**src/rtl/dac_wavegen.sv**
```systemverilog
module dac_wavegen #(
  parameter int W     = 12,
  parameter int NTRIG = 8,
  parameter int LAT   = 3,
  parameter logic [W-1:0] SEED = 12'hAAA
) (
  input  logic                     clk,
  input  logic                     rst_n,
  input  logic                     trig_en,
  input  logic [$clog2(NTRIG)-1:0] trig_sel,
  input  logic [1:0]               wave,
  input  logic [3:0]               amp,
  input  logic                     wr_en,
  input  logic [1:0]               wr_fmt,
  input  logic [W+3:0]             wr_data,
  input  logic [NTRIG-1:0]         trig_in,
  output logic [W-1:0]             dout
);
  localparam int CW   = $clog2(LAT + 1);
  localparam int MAXA = W - 1;

  logic [W-1:0]  hold, lfsr, tri_v, pend, wval, gval, mask;
  logic [W:0]    one_sh, sum;
  logic [3:0]    a;
  logic          tri_up, acc, fb;
  logic [CW-1:0] cnt;

  assign a      = (amp > 4'(MAXA)) ? 4'(MAXA) : amp;
  assign one_sh = (W+1)'(1) << (a + 4'd1);
  assign mask   = W'(one_sh - 1'b1);
  assign fb     = lfsr[W-1] ^ lfsr[5] ^ lfsr[3] ^ lfsr[0];
  assign acc    = trig_en && trig_in[trig_sel] && (cnt == '0);
  assign sum    = {1'b0, hold} + {1'b0, gval};

  always_comb begin
    case (wr_fmt)
      2'b01:   wval = wr_data[W+3:4];
      2'b10:   wval = {wr_data[7:0], {(W-8){1'b0}}};
      default: wval = wr_data[W-1:0];
    endcase
  end

  always_comb begin
    if (wave[1])       gval = tri_v;
    else if (wave[0])  gval = lfsr & mask;
    else               gval = '0;
  end

  always_ff @(posedge clk) begin
    if (!rst_n) begin
      hold   <= '0;
      dout   <= '0;
      pend   <= '0;
      cnt    <= '0;
      lfsr   <= SEED;
      tri_v  <= '0;
      tri_up <= 1'b1;
    end else begin
      if (wr_en) hold <= wval;
      if (cnt != '0) cnt <= cnt - 1'b1;
      if (cnt == CW'(1)) begin
        dout <= pend;
        if (wave == 2'b01) lfsr <= {lfsr[W-2:0], fb};
        if (wave[1]) begin
          if (tri_up) begin
            if (tri_v >= mask) begin tri_v <= tri_v - 1'b1; tri_up <= 1'b0; end
            else tri_v <= tri_v + 1'b1;
          end else begin
            if (tri_v == '0) begin tri_v <= tri_v + 1'b1; tri_up <= 1'b1; end
            else tri_v <= tri_v - 1'b1;
          end
        end
      end else if (!trig_en) begin
        dout <= hold;
      end
      if (acc) begin
        pend <= sum[W] ? '1 : sum[W-1:0];
        cnt  <= CW'(LAT);
      end
    end
  end
endmodule

```
**config.mk**
```make
export PLATFORM = sky130hd
export DESIGN_NAME = dac_wavegen
export DESIGN_NICKNAME = d
export VERILOG_FILES = /design/src/rtl/dac_wavegen.sv
export SDC_FILE = /design/constraint.sdc
export NUM_CORES = 1
export LEC_CHECK = 0
export BUFFER_PORTS_ARGS = -buffer_cell sky130_fd_sc_hd__buf_2
export CAP_MARGIN = 25
export CORE_ASPECT_RATIO = 1.2
export CORE_MARGIN = 2
export CORE_UTILIZATION = 45
export CTS_BUF_LIST = sky130_fd_sc_hd__clkbuf_8 sky130_fd_sc_hd__clkbuf_16
export DETAILED_ROUTE_END_ITERATION = 16
export SLEW_MARGIN = 10
export SYNTH_ARGS = -nofsm -noshare
export SYNTH_HDL_FRONTEND = slang
export SYNTH_SLANG_ARGS = --single-unit
```
**constraint.sdc**
```tcl
create_clock -name clk -period 8.8 [get_ports clk]
set_input_delay 1.32 -clock clk [delete_from_list [all_inputs] [get_ports clk]]
set_output_delay 1.32 -clock clk [all_outputs]
set_load 0.01 [all_outputs]
```
### Yosys cells after proc, flatten, opt, wreduce, memory -nomap -nowiden

Index checks and enable logic that the tools add are counted.

* add/sub/neg operators: 6
* reduce and logical (&&, ||, !) cells: 8
* bitwise gates (word level): 4
* equal/unequal tests: 5
* shift operators: 1
* muxes and demuxes: 17
* $lt $le $gt $ge: 3

Operators by type and width (count)
* two-way mux 12 bit: 8
* case mux 12 bit (2 select lines): 1
* subtractor 12 x 1 -> 12 bit, second input constant: 2
* adder 12 x 12 -> 13 bit: 1
* adder 12 x 1 -> 12 bit, second input constant: 1
* AND 12 bit: 1
* greater-or-equal comparator 12 bit: 1
* zero test 12 bit: 1
* left shift 1 x 4 -> 12 bit, first input constant: 1
* == test 2 x 1 -> 1 bit, second input constant: 3
* adder 4 x 1 -> 4 bit, second input constant: 1
* > comparator 4 bit, second input constant: 1
* < comparator 3 x 4 -> 1 bit, second input constant: 1
* two-way mux 1 bit: 4
* two-way mux 2 bit: 2
* two-way mux 4 bit: 1
* AND reduction 2 bit: 2
* nonzero test 2 bit: 2
* binary-select mux 1 bit (select 3 bit): 1
* XOR 1 bit: 3
* == test 2 bit, second input constant: 1
* logical AND 1 bit: 2
* zero test 2 bit: 1
* != test 2 x 1 -> 1 bit, second input constant: 1
* subtractor 2 x 1 -> 2 bit, second input constant: 1

* output and inout port bits: 12
* register bits after elaboration: 63
* word-level logic and storage cells: 51
* input bits: 39

### Depth between registers and ports, before layout

Gate-level depths: netlist (run 1).

* depth after elaboration: 10
* depth in mapped cells: 16
* mapped depth without buffers: 15

### Least setup slack after synthesis (run 1)

Ideal clock, no wire load.

* path kind: input -> register
* start: input amp[2]
* end: register tri_v[4]
* data required time: 8.728 ns
* stages: 15
* path buffers: 2
* arrival: 4.522 ns
* library setup time: 0.072 ns
* path slack: 4.206 ns
* cells stage by stage: clkbuf_1 > nor3_1 > nand2_1 > ha_1 > clkbuf_1 > or4b_1 > a21oi_1 > a31oi_1 > ha_1 > and4_4 > nor4b_4 > o31ai_4 > a211oi_4 > mux2i_1 > mux2i_1

* longest elaborated chain between the ends: 8

Ends and longest elaborated chain
* from (decl): RTL line 12 `input logic [3:0] amp,`
* > comparator 4 bit: RTL line 28 `assign a = (amp > 4'(MAXA)) ? 4'(MAXA) : amp;`
* two-way mux 4 bit *: RTL line 28
* adder 4 x 1 -> 4 bit *: RTL line 29 `assign one_sh = (W+1)'(1) << (a + 4'd1);`
* left shift 1 x 4 -> 12 bit *: RTL line 29
* subtractor 12 x 1 -> 12 bit *: RTL line 30 `assign mask = W'(one_sh - 1'b1);`
* greater-or-equal comparator 12 bit *: RTL line 66 `if (tri_v >= mask) begin tri_v <= tri_v - 1'b1; tri_up <= 1'b0; end`
* two-way mux 12 bit *: RTL line 66
* two-way mux 12 bit *: RTL line 65 `if (tri_up) begin`
* to (signal assigned): RTL line 67 `else tri_v <= tri_v + 1'b1;`
* to (signal assigned): RTL line 70 `else tri_v <= tri_v - 1'b1;`
* to (decl): RTL line 22 `logic [W-1:0] hold, lfsr, tri_v, pend, wval, gval, mask;`

Every way passes the cells marked *; elsewhere a longest branch is shown, timed or not.
A chain may end at the register's enable or synchronous reset.

### Worst setup path after layout (run 1)

* start: input amp[1]
* end: register tri_v[4]

The elaborated chain is that of the path after synthesis.

==> results of run 1 <==
## cell usage in the layout (no fill, tap or decap), types with 12 or more instances in the layout
cell	instances
a21oi_1	35
buf_2	50
dfxtp_1	63
ha_1	32
mux2i_1	30
nand2_1	86
nand3_1	15
nor2_1	58
o21ai_0	19
o31ai_1	12
## worst max-delay path, stage by stage
cell and delay, ns:
buf_2 0.14, and2_1 0.20, a21oi_1 0.26, nand2_1 0.09, ha_1 0.31, or4b_1 0.50
a21oi_1 0.15, a31oi_1 0.08, ha_1 0.34, and4_4 0.25, nor4b_4 0.24, o31ai_4 0.17
a211oi_4 0.34, mux2i_1 0.25, mux2i_1 0.19
## cells by family after synthesis
kind of cell,after synthesis
buffers and inverters,47
XOR/XNOR,17
AO/OA/AOI/OAI,123
adder cells (fa/ha/maj),33
other,1
AND/OR/NAND/NOR,222
multiplexers,35
flip-flops,63
## flip-flops by register name (all words and copies together), names as in the netlist
signal and count:
dout 12, pend 12, cnt 2, lfsr 12, hold 12, tri_up 1
tri_v 12
## final cells by class
type | instances | area share
tap | 123 | 0.0314
multi-input combinational | 432 | 0.591
clock inverter | 7 | 0.0133
clock buffer | 9 | 0.0460
timing repair buffer | 51 | 0.0526
inverter | 11 | 0.00843
sequential | 63 | 0.258
## routing by layer
metal | track usage | wire length, microns | up-vias
met5 | 0 | 0 | -
met4 | 0.0792 | 192 | 0
met3 | 0.0406 | 478 | 17
met2 | 0.375 | 5380 | 92
met1 | 0.272 | 4920 | 1834
li1 | - | - | 1997
## stage by stage
| stage | power (mW) | cells | area, sq um | utilization | worst slack (ns) |
|---|---|---|---|---|---|
| 3_5_place_dp | 0.608 | 680 | 4610 | 0.487 | 3.93 |
| 4_1_cts | 0.958 | 696 | 4900 | 0.517 | 4.28 |
| 3_3_place_gp | 0.603 | 680 | 4610 | 0.487 | 4.00 |
| 2_1_floorplan | 0.543 | 542 | 4340 | - | 4.21 |
| 5_1_grt | 1.01 | 696 | 4900 | 0.517 | 3.97 |
| 6_report | 0.950 | 696 | 4900 | 0.517 | 4.23 |
## power by group
part | internal [mW] | switching [mW]
logic | 0.101 | 0.146
registers | 0.321 | 0.0346
clock network | 0.217 | 0.131
total | 0.638 | 0.312
## final timing paths
path,start,end,cells past startpoint
worst min register to register,lfsr[7],lfsr[8],2
worst max register to register,tri_v[0],pend[1],10
worst max-delay path,amp[1],tri_v[4],15
worst min-delay path,lfsr[7],lfsr[8],2
==> reports/results.txt, run 1 <==
Commonest cells post-synth - nand2_1 (86), dfxtp_1 (63), nor2_1 (58)
DR pass1 iterations - 5
Peak VDD IR - 0.0913 mV
diodes inserted - 0
DRC Markers - 0
die area - 10400 sq um
PortBufs - 50
RSZ-0062 raised after global routing - no
CP endpoint kind - flop
Initial Util - 0.458
WP data required - 9.07 ns
Worst-Margin Slew - 0.700 ns
Top Ports - 51
Synth Area in Compound Gates - 0.202
syn_area_per_cell - 8.02 sq um
Iter 0 DRT Violations - 145
DPL Wire Length - 8.26 mm
register area share after synthesis - 0.291
layout cells sized above 1 - 0.147
Yosys top cell area share - 0.291
nets - 640
area share of fa/ha/maj cells after synthesis - 0.0969
Synth-to-Final Area Change - 12.9%
R2R setup slack - 5.89 ns
Period Utilization, post-route - 0.520
total track usage - 0.219
Worst Setup Path Type - primary input to flop
post-route setup TNS - 0 ns
first-pass GRT wire length - 17.8 mm
Root Driver - clkbuf_16
post_cts resized - 0
Die Ht - 112 microns
Clock Latency Late Sink - 0.34 ns
Mapped Cells - 541
outcome - complete, no violations
Static Leak - 2.12 nW
Final Skew - 0.00607 ns
Synth area leader - dfxtp_1
post-synthesis mux area share - 0.0874
Clock Path Buffers - 2
clk sinks - 63
HP Class - flop to flop
Post-synth EDFFs - 0
WL/cell - 15.8 microns
Worst-path clk slew - 0.05 ns
Post-Syn Area - 4340 sq um
Async SR Flop Fraction - 0
Chip Width - 93.6 microns
register area - 1260 sq um
row count - 39
normalized max-slew margin - 0.530
flops & latches, synth - 63
antenna violations before repair - 0
Worst Hold Slack - 0.475 ns
Critical Path Fanout Max - 8
total number of vias - 3940
main combinational cell family by area after synthesis - simple AND/OR/NAND/NOR gates
Post-CTS Setup Bufs - 0
# fillers - 953
Area contributors post-synth - dfxtp_1 (29%), ha_1 (9.2%), nand2_1 (7.4%), mux2i_1 (6.9%), nor2_1 (5.0%)
largest net degree at the start of global routing - 38
floorplan core area - 9470 sq um
CTS tree - done
Final Hold Violating Endpoints - 0
main flop type after synthesis - dfxtp_1
Final setup viols - 0
maxcap violations - 0
total CTS buffers - 9
Post-DRT Antenna Nets - 0
Remaining Overflow, GRT - 0
post-synth cell types - 61
number of global-route vias before repair - 3628
startpoint types - primary input
CTS HTree Levels - 3
CP arrival - 4.84 ns
synth warn - 0
Post-Synth Simple-Gate Area - 0.244
Final Critical Period - 4.57 ns
Post-Route WL - 11.0 mm
Via-to-Cell Ratio - 5.66
gp weighted congestion - 0.884
Multi-input gate area - 2890 sq um
hold buffers post-CTS - 0
fmax - 219 MHz
Max Slew Vio Count - 0
Power Dens Cells - 194 nW/um^2
Synth Area in XOR/XNOR - 0.0343
most frequent cell after synthesis - nand2_1
No activity file was read; power rests on OpenSTA's default activity.
==> run 2, diff against run 1 <==
PLACE_DENSITY = 0.67   (was not set)
clock period = 4.08 ns   (was 8.8 ns; I/O delays follow)
==> reports/results.txt, run 2 (synthesis gave the netlist of run 1 again) <==
post-route setup TNS - 0 ns (unchanged)
WP data required - 4.33 ns (-4.74 ns)
maxcap violations - 0 (unchanged)
commonest non-fill, non-tap cell in the layout - nand2_1
post_cts resized - 0 (unchanged)
Remaining Overflow, GRT - 0 (unchanged)
CTS tree - done
Final Hold Violating Endpoints - 0 (unchanged)
fmax - 266 MHz
diodes inserted - 0 (unchanged)
HP Class - flop to flop
Period Utilization, post-route - 0.923
DPL Wire Length - 8.05 mm (-2.5%)
Largest stage delay, worst path - 0.49 ns (about the same)
outcome - complete, no violations
Peak VDD IR - 0.215 mV (+140%)
Chip Width - 93.6 microns (unchanged)
floorplan core area - 9470 sq um (unchanged)
total track usage - 0.218 (-0.000544)
Worst Hold Slack - 0.477 ns (+0.00204 ns)
total CTS buffers - 9 (unchanged)
Via-to-Cell Ratio - 5.71 (+0.87%)
normalized max-slew margin - 0.465 (-0.0654)
first-pass GRT wire length - 18.5 mm (+3.7%)
Worst-Margin Slew - 0.798 ns (+0.0975 ns)
Post-CTS Setup Bufs - 0 (unchanged)
# fillers - 894 (-6.2%)
layout cells sized above 1 - 0.154 (+0.00765)
pre-CTS WS - 0.0165 ns (-3.92 ns)
Root Driver - clkbuf_16
hold buffers post-CTS - 0 (unchanged)
Final Skew - 0.00464 ns (-0.00143 ns)
Post-DP Area - 4640 sq um (+0.65%)
fin area - 4990 sq um (+1.9%)
number of global-route vias before repair - 3970 (+9.4%)
Power Dens Cells - 443 nW/um^2 (+130%)
most frequent cells in the layout - nand2_1 (86), dfxtp_1 (63), nor2_1 (58)
CP max stage cell - or4b_1
Clock Path Buffers - 2 (unchanged)
clk sinks - 63 (unchanged)
Max Slew Vio Count - 0 (unchanged)
PnR worst setup slack - 0.315 ns (-3.91 ns)
Final Critical Period - 3.77 ns
CP arrival - 4.02 ns (-0.82 ns)
WL/cell - 15.7 microns (-0.17%)
Static Leak - 2.17 nW (+2.2%)
Iter 0 DRT Violations - 245 (+69%)
antenna violations before repair - 0 (unchanged)
Worst-path clk slew - 0.06 ns (about the same)
gp weighted congestion - 0.899 (+1.7%)
Worst Setup Path Type - primary input to flop
largest net degree at the start of global routing - 38 (unchanged)
critical-path cell list - buf_2, and2_1, a21oi_1, nand2_1, ha_1, or4b_1, a21oi_1, a31oi_1, ha_1, and4_4, nor4b_4, o31ai_4, a211oi_4, mux2i_1, mux2i_1
CTS HTree Levels - 3 (unchanged)
Post-DRT Antenna Nets - 0 (unchanged)
Die Ht - 112 microns (unchanged)
PortBufs - 50 (unchanged)
RSZ-0062 raised after global routing - no
Post-Route WL - 11.0 mm (+0.40%)
startpoint types - primary input
Critical Path Fanout Max - 8 (unchanged)
Initial Util - 0.458 (unchanged)
DR pass1 iterations - 5 (unchanged)
Clock Latency Late Sink - 0.32 ns (-0.02 ns)
Synth-to-Final Area Change - 15.0%
DRC Markers - 0 (unchanged)
Final setup viols - 0 (unchanged)
die area - 10400 sq um (unchanged)
row count - 39 (unchanged)
total number of vias - 3997 (+1.4%)
CP endpoint kind - flop
nets - 644 (+0.63%)
Top Ports - 51 (unchanged)
## run 2: cell count changes in the layout (fill, tap and decap cells not counted), moves of 2 or more
cell       delta
buf_4         +4
clkinv_2      -3
inv_6         +2
bufinv_16     +2
## run 2: metrics by stage
| stage | std cells | utilization | power (mW) |
|---|---|---|---|
| final | 700 | 0.527 | 2.21 |
| after global routing | 700 | 0.527 | 2.33 |
| after CTS | 700 | 0.527 | 2.23 |
| after detailed placement | 684 | 0.490 | 1.31 |
| after global placement | 684 | 0.490 | 1.30 |
| after floorplan | 542 | - | 1.17 |
## run 2: power breakdown
part,switching (mW),internal [mW],leakage (nW)
combinational,0.319,0.222,1.48
sequential,0.0758,0.691,0.514
clock,0.298,0.606,0.173
total,0.693,1.52,2.17
## run 2: final cells by class
cell class              instances  area [sq um]  share of cell area
multi-input cells             432          2890               0.580
inverters                      11          41.3             0.00827
repair buffers                 55           288              0.0577
clock buffers                   9           225              0.0451
clock inverters                 7           128              0.0256
flip-flops and latches         63          1260               0.253
well taps                     123           154              0.0308
## run 2: worst max-delay path: cells and delay by family
kind | cells | cell delay, ns
AOI/OAI and AO/OA | 5 | 0.89
and+or+nand+nor | 5 | 1.26
adders and majority gates | 2 | 0.64
buffers and inverters | 1 | 0.14
muxes | 2 | 0.45
## run 2: worst paths after layout
kind	slack [ns]	cells after the start	endpoint	start
worst max register to register	1.12	10	pend[0]	tri_v[0]
worst min register to register	0.48	2	lfsr[4]	lfsr[4]
worst min-delay path	0.48	2	lfsr[4]	lfsr[4]
worst max-delay path	0.31	15	tri_v[4]	amp[1]
## run 2: per-layer routing
| layer | routed length [microns] | global-route usage | vias to the layer above |
|---|---|---|---|
| met3 | 528 | 0.0325 | 21 |
| met2 | 5660 | 0.395 | 111 |
| met1 | 4590 | 0.260 | 1865 |
| li1 | - | - | 2000 |
| met4 | 235 | 0.0734 | 0 |
| met5 | 0 | 0 | - |
